**src/rtl/pw_pkg.sv**
```systemverilog
package pw_pkg;
  typedef enum logic [1:0] {
    SLOT_FREE  = 2'd0,
    SLOT_WAIT  = 2'd1,
    SLOT_READY = 2'd2
  } slot_state_t;
endpackage

```
**src/rtl/pw_slot.sv**
```systemverilog
module pw_slot
  import pw_pkg::*;
#(
  parameter int ADDR_W = 32,
  parameter int DISP_W = 16,
  parameter int IID_W  = 8,
  parameter int TAG_W  = 6
) (
  input  logic              clk,
  input  logic              rst,
  input  logic              alloc,
  input  logic              in_is_id,
  input  logic [ADDR_W-1:0] in_base,
  input  logic [DISP_W-1:0] in_disp,
  input  logic [IID_W-1:0]  in_iid,
  input  logic [TAG_W-1:0]  in_ptag,
  input  logic              res_valid,
  input  logic [TAG_W-1:0]  res_tag,
  input  logic              res_miss,
  input  logic              flush_valid,
  input  logic [IID_W-1:0]  flush_iid,
  input  logic              take,
  output slot_state_t       st,
  output logic              is_id,
  output logic [ADDR_W-1:0] base,
  output logic [DISP_W-1:0] disp,
  output logic [IID_W-1:0]  iid,
  output logic              killed
);
  logic [TAG_W-1:0] ptag;
  logic             tag_hit;

  assign killed  = (st != SLOT_FREE) && flush_valid && (iid > flush_iid);
  assign tag_hit = res_valid && (ptag == res_tag);

  always_ff @(posedge clk) begin
    if (rst) begin
      st <= SLOT_FREE;
    end else if (alloc) begin
      st <= SLOT_WAIT;
    end else if (killed || take) begin
      st <= SLOT_FREE;
    end else if (st == SLOT_WAIT && tag_hit) begin
      st <= res_miss ? SLOT_READY : SLOT_FREE;
    end
  end

  always_ff @(posedge clk) begin
    if (alloc) begin
      is_id <= in_is_id;
      base  <= in_base;
      disp  <= in_disp;
      iid   <= in_iid;
      ptag  <= in_ptag;
    end
  end
endmodule

```
**src/rtl/pw_age_matrix.sv**
```systemverilog
module pw_age_matrix #(
  parameter int N = 8
) (
  input  logic         clk,
  input  logic         rst,
  input  logic [N-1:0] alloc,
  input  logic [N-1:0] ready,
  output logic [N-1:0] grant
);
  // older_q[i][j] = 1 when slot i was filled before slot j
  logic [N-1:0] older_q [N];

  always_ff @(posedge clk) begin
    if (rst) begin
      for (int i = 0; i < N; i++) older_q[i] <= '0;
    end else begin
      for (int i = 0; i < N; i++) begin
        for (int j = 0; j < N; j++) begin
          if (alloc[i])      older_q[i][j] <= 1'b0;
          else if (alloc[j]) older_q[i][j] <= 1'b1;
        end
      end
    end
  end

  for (genvar g = 0; g < N; g++) begin : g_grant
    logic [N-1:0] beaten;
    always_comb begin
      for (int j = 0; j < N; j++) beaten[j] = ready[j] && older_q[j][g];
    end
    assign grant[g] = ready[g] && !(|beaten);
  end
endmodule

```
**src/rtl/pw_issue_window.sv**
```systemverilog
module pw_issue_window
  import pw_pkg::*;
#(
  parameter int ENTRIES = 8,
  parameter int ADDR_W  = 32,
  parameter int DISP_W  = 16,
  parameter int IID_W   = 8,
  parameter int TAG_W   = 6,
  parameter int CNT_W   = 16
) (
  input  logic              clk,
  input  logic              rst,
  input  logic              ins_valid,
  input  logic              ins_base_is_id,
  input  logic [ADDR_W-1:0] ins_base,
  input  logic [DISP_W-1:0] ins_disp,
  input  logic [IID_W-1:0]  ins_iid,
  input  logic [TAG_W-1:0]  ins_ptag,
  input  logic              res_valid,
  input  logic [TAG_W-1:0]  res_tag,
  input  logic              res_miss,
  input  logic              flush_valid,
  input  logic [IID_W-1:0]  flush_iid,
  output logic              req_valid,
  input  logic              req_ready,
  output logic              req_addr_valid,
  output logic [ADDR_W-1:0] req_addr,
  output logic [DISP_W-1:0] req_disp,
  output logic [IID_W-1:0]  req_iid,
  output logic [CNT_W-1:0]  drop_count
);
  localparam int IDX_W = (ENTRIES > 1) ? $clog2(ENTRIES) : 1;

  slot_state_t       st     [ENTRIES];
  logic              s_isid [ENTRIES];
  logic [ADDR_W-1:0] s_base [ENTRIES];
  logic [DISP_W-1:0] s_disp [ENTRIES];
  logic [IID_W-1:0]  s_iid  [ENTRIES];
  logic [ENTRIES-1:0] killed, ready_vec, grant, alloc, take;

  logic             any_free;
  logic [IDX_W-1:0] free_idx;
  logic             do_ins, do_drop;
  logic             out_killed, load_out;

  // lowest free slot
  always_comb begin
    any_free = 1'b0;
    free_idx = '0;
    for (int i = ENTRIES - 1; i >= 0; i--) begin
      if (st[i] == SLOT_FREE) begin
        any_free = 1'b1;
        free_idx = IDX_W'(i);
      end
    end
  end

  assign do_ins  = ins_valid && !flush_valid && any_free;
  assign do_drop = ins_valid && !flush_valid && !any_free;

  for (genvar g = 0; g < ENTRIES; g++) begin : g_slot
    assign alloc[g]     = do_ins && (free_idx == IDX_W'(g));
    assign ready_vec[g] = (st[g] == SLOT_READY) && !killed[g];
    assign take[g]      = grant[g] && load_out;

    pw_slot #(
      .ADDR_W(ADDR_W), .DISP_W(DISP_W), .IID_W(IID_W), .TAG_W(TAG_W)
    ) u_slot (
      .clk        (clk),
      .rst        (rst),
      .alloc      (alloc[g]),
      .in_is_id   (ins_base_is_id),
      .in_base    (ins_base),
      .in_disp    (ins_disp),
      .in_iid     (ins_iid),
      .in_ptag    (ins_ptag),
      .res_valid  (res_valid),
      .res_tag    (res_tag),
      .res_miss   (res_miss),
      .flush_valid(flush_valid),
      .flush_iid  (flush_iid),
      .take       (take[g]),
      .st         (st[g]),
      .is_id      (s_isid[g]),
      .base       (s_base[g]),
      .disp       (s_disp[g]),
      .iid        (s_iid[g]),
      .killed     (killed[g])
    );
  end

  pw_age_matrix #(.N(ENTRIES)) u_age (
    .clk  (clk),
    .rst  (rst),
    .alloc(alloc),
    .ready(ready_vec),
    .grant(grant)
  );

  // selected entry fields
  logic              pick_isid;
  logic [ADDR_W-1:0] pick_base;
  logic [DISP_W-1:0] pick_disp;
  logic [IID_W-1:0]  pick_iid;

  always_comb begin
    pick_isid = 1'b0;
    pick_base = '0;
    pick_disp = '0;
    pick_iid  = '0;
    for (int i = 0; i < ENTRIES; i++) begin
      if (grant[i]) begin
        pick_isid = pick_isid | s_isid[i];
        pick_base = pick_base | s_base[i];
        pick_disp = pick_disp | s_disp[i];
        pick_iid  = pick_iid  | s_iid[i];
      end
    end
  end

  assign out_killed = req_valid && flush_valid && (req_iid > flush_iid);
  assign load_out   = (|ready_vec) && (!req_valid || req_ready || out_killed);

  always_ff @(posedge clk) begin
    if (rst) begin
      req_valid <= 1'b0;
    end else if (load_out) begin
      req_valid <= 1'b1;
    end else if (out_killed || req_ready) begin
      req_valid <= 1'b0;
    end
  end

  always_ff @(posedge clk) begin
    if (load_out) begin
      req_addr_valid <= !pick_isid;
      req_addr       <= pick_base;
      req_disp       <= pick_disp;
      req_iid        <= pick_iid;
    end
  end

  always_ff @(posedge clk) begin
    if (rst) begin
      drop_count <= '0;
    end else if (do_drop && (drop_count != {CNT_W{1'b1}})) begin
      drop_count <= drop_count + 1'b1;
    end
  end
endmodule

```
**config.mk**
```make
export PLATFORM = sky130hd
export DESIGN_NAME = pw_issue_window
export DESIGN_NICKNAME = d
export VERILOG_FILES = /design/src/rtl/pw_pkg.sv /design/src/rtl/pw_slot.sv /design/src/rtl/pw_age_matrix.sv /design/src/rtl/pw_issue_window.sv
export SDC_FILE = /design/constraint.sdc
export NUM_CORES = 1
export LEC_CHECK = 0
export BUFFER_PORTS_ARGS = -buffer_cell sky130_fd_sc_hd__buf_2
export CAP_MARGIN = 20
export CORE_AREA = 2 2 214 216
export CTS_CLUSTER_SIZE = 40
export DETAILED_ROUTE_END_ITERATION = 12
export DIE_AREA = 0 0 216 218
export PLACE_DENSITY = 0.78
export SYNTH_ARGS = -nofsm -noshare
export SYNTH_HDL_FRONTEND = slang
export SYNTH_HIERARCHICAL = 1
export SYNTH_SLANG_ARGS = --single-unit
export TNS_END_PERCENT = 50
```
**constraint.sdc**
```tcl
create_clock -name clk -period 10.5 [get_ports clk]
set_clock_uncertainty 0.15 [all_clocks]
set_input_delay 1.05 -clock clk [delete_from_list [all_inputs] [get_ports clk]]
set_output_delay 1.05 -clock clk [all_outputs]
set_load 0.005 [all_outputs]
```
==> results.cfg <==
[die]
ios = 158
core-area_sq_mm = 0.0449
fp.dieW_um = 216
rows = 78
die_y_um = 218
initial_core_util_pct = 59.3
dieArea_sq_mm = 0.0471

[synth]
yosys.area.top_type = edfxtp_1
synth_nets = 1871
ys.flop_type = edfxtp_1
yosys_warnings = 6
synth_cell_type_count = 57
synth_edf_count = 617
synth_area_leaders = edfxtp_1, a22oi_1, ha_1
ys_ff_latch = 650
synthArstFlopShare_pct = 0
synth_area_sq_mm = 0.0266
yosys.area.top_type_share_pct = 69.6
yosysSeqAreaShare_pct = 72.1
synth_area_per_cell_sq_um = 15.5
netlist_instances = 1714

[sta]
final_max_slew_viol_count = 0
tightest_slew_ns = 1.02
slew_headroom_pct = 31.5
period_share_pct = 46.0
hold_violations = 0
rsz0062_at_grt = no
setup-tns-final_ns = 0
max_freq_mhz = 207
setup_viol = 0
setup_ws_ns = 5.67
fin_crit_ns = 4.83

[power_and_ir_drop]
powerDensity_mw_per_mm2 = 175
vdd_drop_max_v = 0.000178
power.leakage_uw = 0.0103

[placed_design]
dp.cells = 2416
place_hpwl_um = 36900
port_buffers = 157
routabilityCongestion = 0.945
pre_cts_ws_ns = 4.78

[routing]
viasPerCell = 6.54
wl_per_cell_um = 26.0
ant_nets = 0
vias = 16600
dr.pass1.iters = 5
route.detailed.drc = 0
drt_iter0_drc = 2077
drt-total-wl_um = 66100

[setup_path]
crit_path_end_kind = register
arrival_ns = 5.12
cp-start-kind = input port
cp_max_fo = 34
criticalPathCategory = in2reg
r2r_setup_slack_ns = 5.93
worst_ep_required_time_ns = 10.79

[grt]
grt_start_max_net_pins = 108
grt_pass1_vias = 16800
grt-ovfl-total = 0
grtUsageTotal_pct = 28.1
antenna_found_initial = 6
grt_pass1_wl_um = 99100

[final_layout]
drive_gt1_share_pct = 17.5
area_growth_pct = 13.4
utilization_pct = 67.2
final.fill_count = 2927
instances_no_fill = 2541
fin_nets = 2046

[clock_tree]
clkSlewWorstSetupHoldPaths_ns = 0.06
hold_buffers = 0
post_cts_buffers = 0
tritoncts = yes
cts_resized = 0
clkSinkCount = 650
root_buffer = clkbuf_16
cts_buffer_depth = 3
htree_num_levels = 3
numCtsBuffers = 67
clock_latency_ns = 0.60

[hold_path]
worstHoldPathType = reg2reg

[outcome]
status = finished clean

[run]
maxCapViolCount = 0
[layout make-up]
class | instances | area, sq um | share of cell area [%]
Antenna cell | 3 | 7.51 | 0.0249
Clock buffer | 89 | 1800 | 5.97
Clock inverter | 29 | 246 | 0.817
Inverter | 101 | 379 | 1.26
Multi-Input combinational cell | 880 | 6790 | 22.5
Sequential cell | 650 | 19200 | 63.6
Tap cell | 600 | 751 | 2.49
Timing Repair Buffer | 189 | 1020 | 3.39
[per-layer routing]
layer	global-route usage, %	routed length [um]
met1	36.4	25600
met5	0	34
met3	5.69	6080
met2	46.5	32400
met4	12.1	1990
[cells in the final DEF, fill, tap and decap left out, drive strengths merged, types with 17 or more instances in the layout]
cell type    n
nand4       85
a22oi      236
o22ai       20
nor2b       18
ha          73
nand2       30
inv        105
and2        66
a221oi      17
clkbuf      92
buf        186
nor4        17
dfxtp       33
a21oi       24
clkinv      21
nor2        46
edfxtp     617
xor2        32
or3         58
[flip-flops by register name (all words and copies together) (netlist names), 8 cells and up]
register / flops
u_age/older_q: 56
g_slot.u_slot/st: 16
drop_count: 16
g_slot.u_slot/base: 256
req_addr: 32
g_slot.u_slot/is_id: 8
g_slot.u_slot/disp: 128
req_iid: 8
g_slot.u_slot/iid: 64
req_disp: 16
g_slot.u_slot/ptag: 48
[cells by family (layout without fill, tap and decap cells)]
logic type	after synthesis	count (layout)	synth area share, %
multiplexers	3	3	0.122
adder cells (fa/ha/maj)	73	73	3.43
AO/OA/AOI/OAI	389	389	11.5
other	0	3	0
buffers and inverters	184	408	2.73
AND/OR/NAND/NOR	375	375	8.88
flip-flops	650	650	72.1
XOR/XNOR	40	40	1.32
[stage by stage]
stage	area (sq um)	hold WS, ns	power (uW)
3_3_place_gp	28100	0.347	3070
3_5_place_dp	28100	0.380	3080
5_1_grt	30200	0.411	5420
6_report	30200	0.375	5290
4_1_cts	30200	0.388	5310
2_1_floorplan	26600	0.330	3000
[critical path, cell delays in order]
cell,delay (ns)
buf_2,0.21
inv_1,0.07
ha_1,0.33
nand4_1,0.17
o221ai_1,0.15
o21bai_1,0.43
nor3b_1,0.11
clkbuf_4,0.21
a22o_1,0.23
a221oi_2,0.20
and4_2,0.72
buf_4,0.60
and2_1,0.25
nor2_1,0.06
nand2_1,0.10
a31o_1,0.10
o22ai_1,0.07
[final timing paths]
kind | from | end | cells after the start
setup reg to reg | g_slot[6].u_slot/iid[6]$_DFFE_PP_ | g_slot[3].u_slot/st[0]$_SDFFE_PP0P_ | 15
hold reg to reg | drop_count[9]$_SDFFE_PP0P_ | drop_count[9]$_SDFFE_PP0P_ | 2
hold / removal | drop_count[9]$_SDFFE_PP0P_ | drop_count[9]$_SDFFE_PP0P_ | 2
setup / recovery | flush_iid[6] | g_slot[3].u_slot/st[0]$_SDFFE_PP0P_ | 17
[Yosys cell counts (6+ instances only)]
library cell    n
nor4_1          7
a211oi_2        8
a21o_1         12
edfxtp_1      617
o21bai_1        8
a31o_1          8
inv_1         101
dfxtp_1        33
a211oi_1        8
ha_1           73
xnor2_1         8
nor2_1         42
o221ai_1        8
buf_1          13
nor3_1          6
or3_1          57
nand4_1        85
and2_1         66
and4_1         12
o211ai_1       16
nor3b_1         8
nor4_4          9
nand3_1         6
a221oi_2       16
a21oi_1        24
and3_1         10
a22oi_1       236
nor2b_1        18
clkbuf_1       62
o22ai_1        20
nand2_1        30
a22o_1          8
xor2_1         32
a41o_1          8
[power breakdown]
group | leakage (uW) | total, uW | internal (uW) | switching (uW)
logic | 0.00349 | 152 | 47.9 | 104
clock network | 0.00100 | 2260 | 1290 | 972
registers | 0.00580 | 2880 | 2860 | 12.8
(Power assumes the default switching activity.)
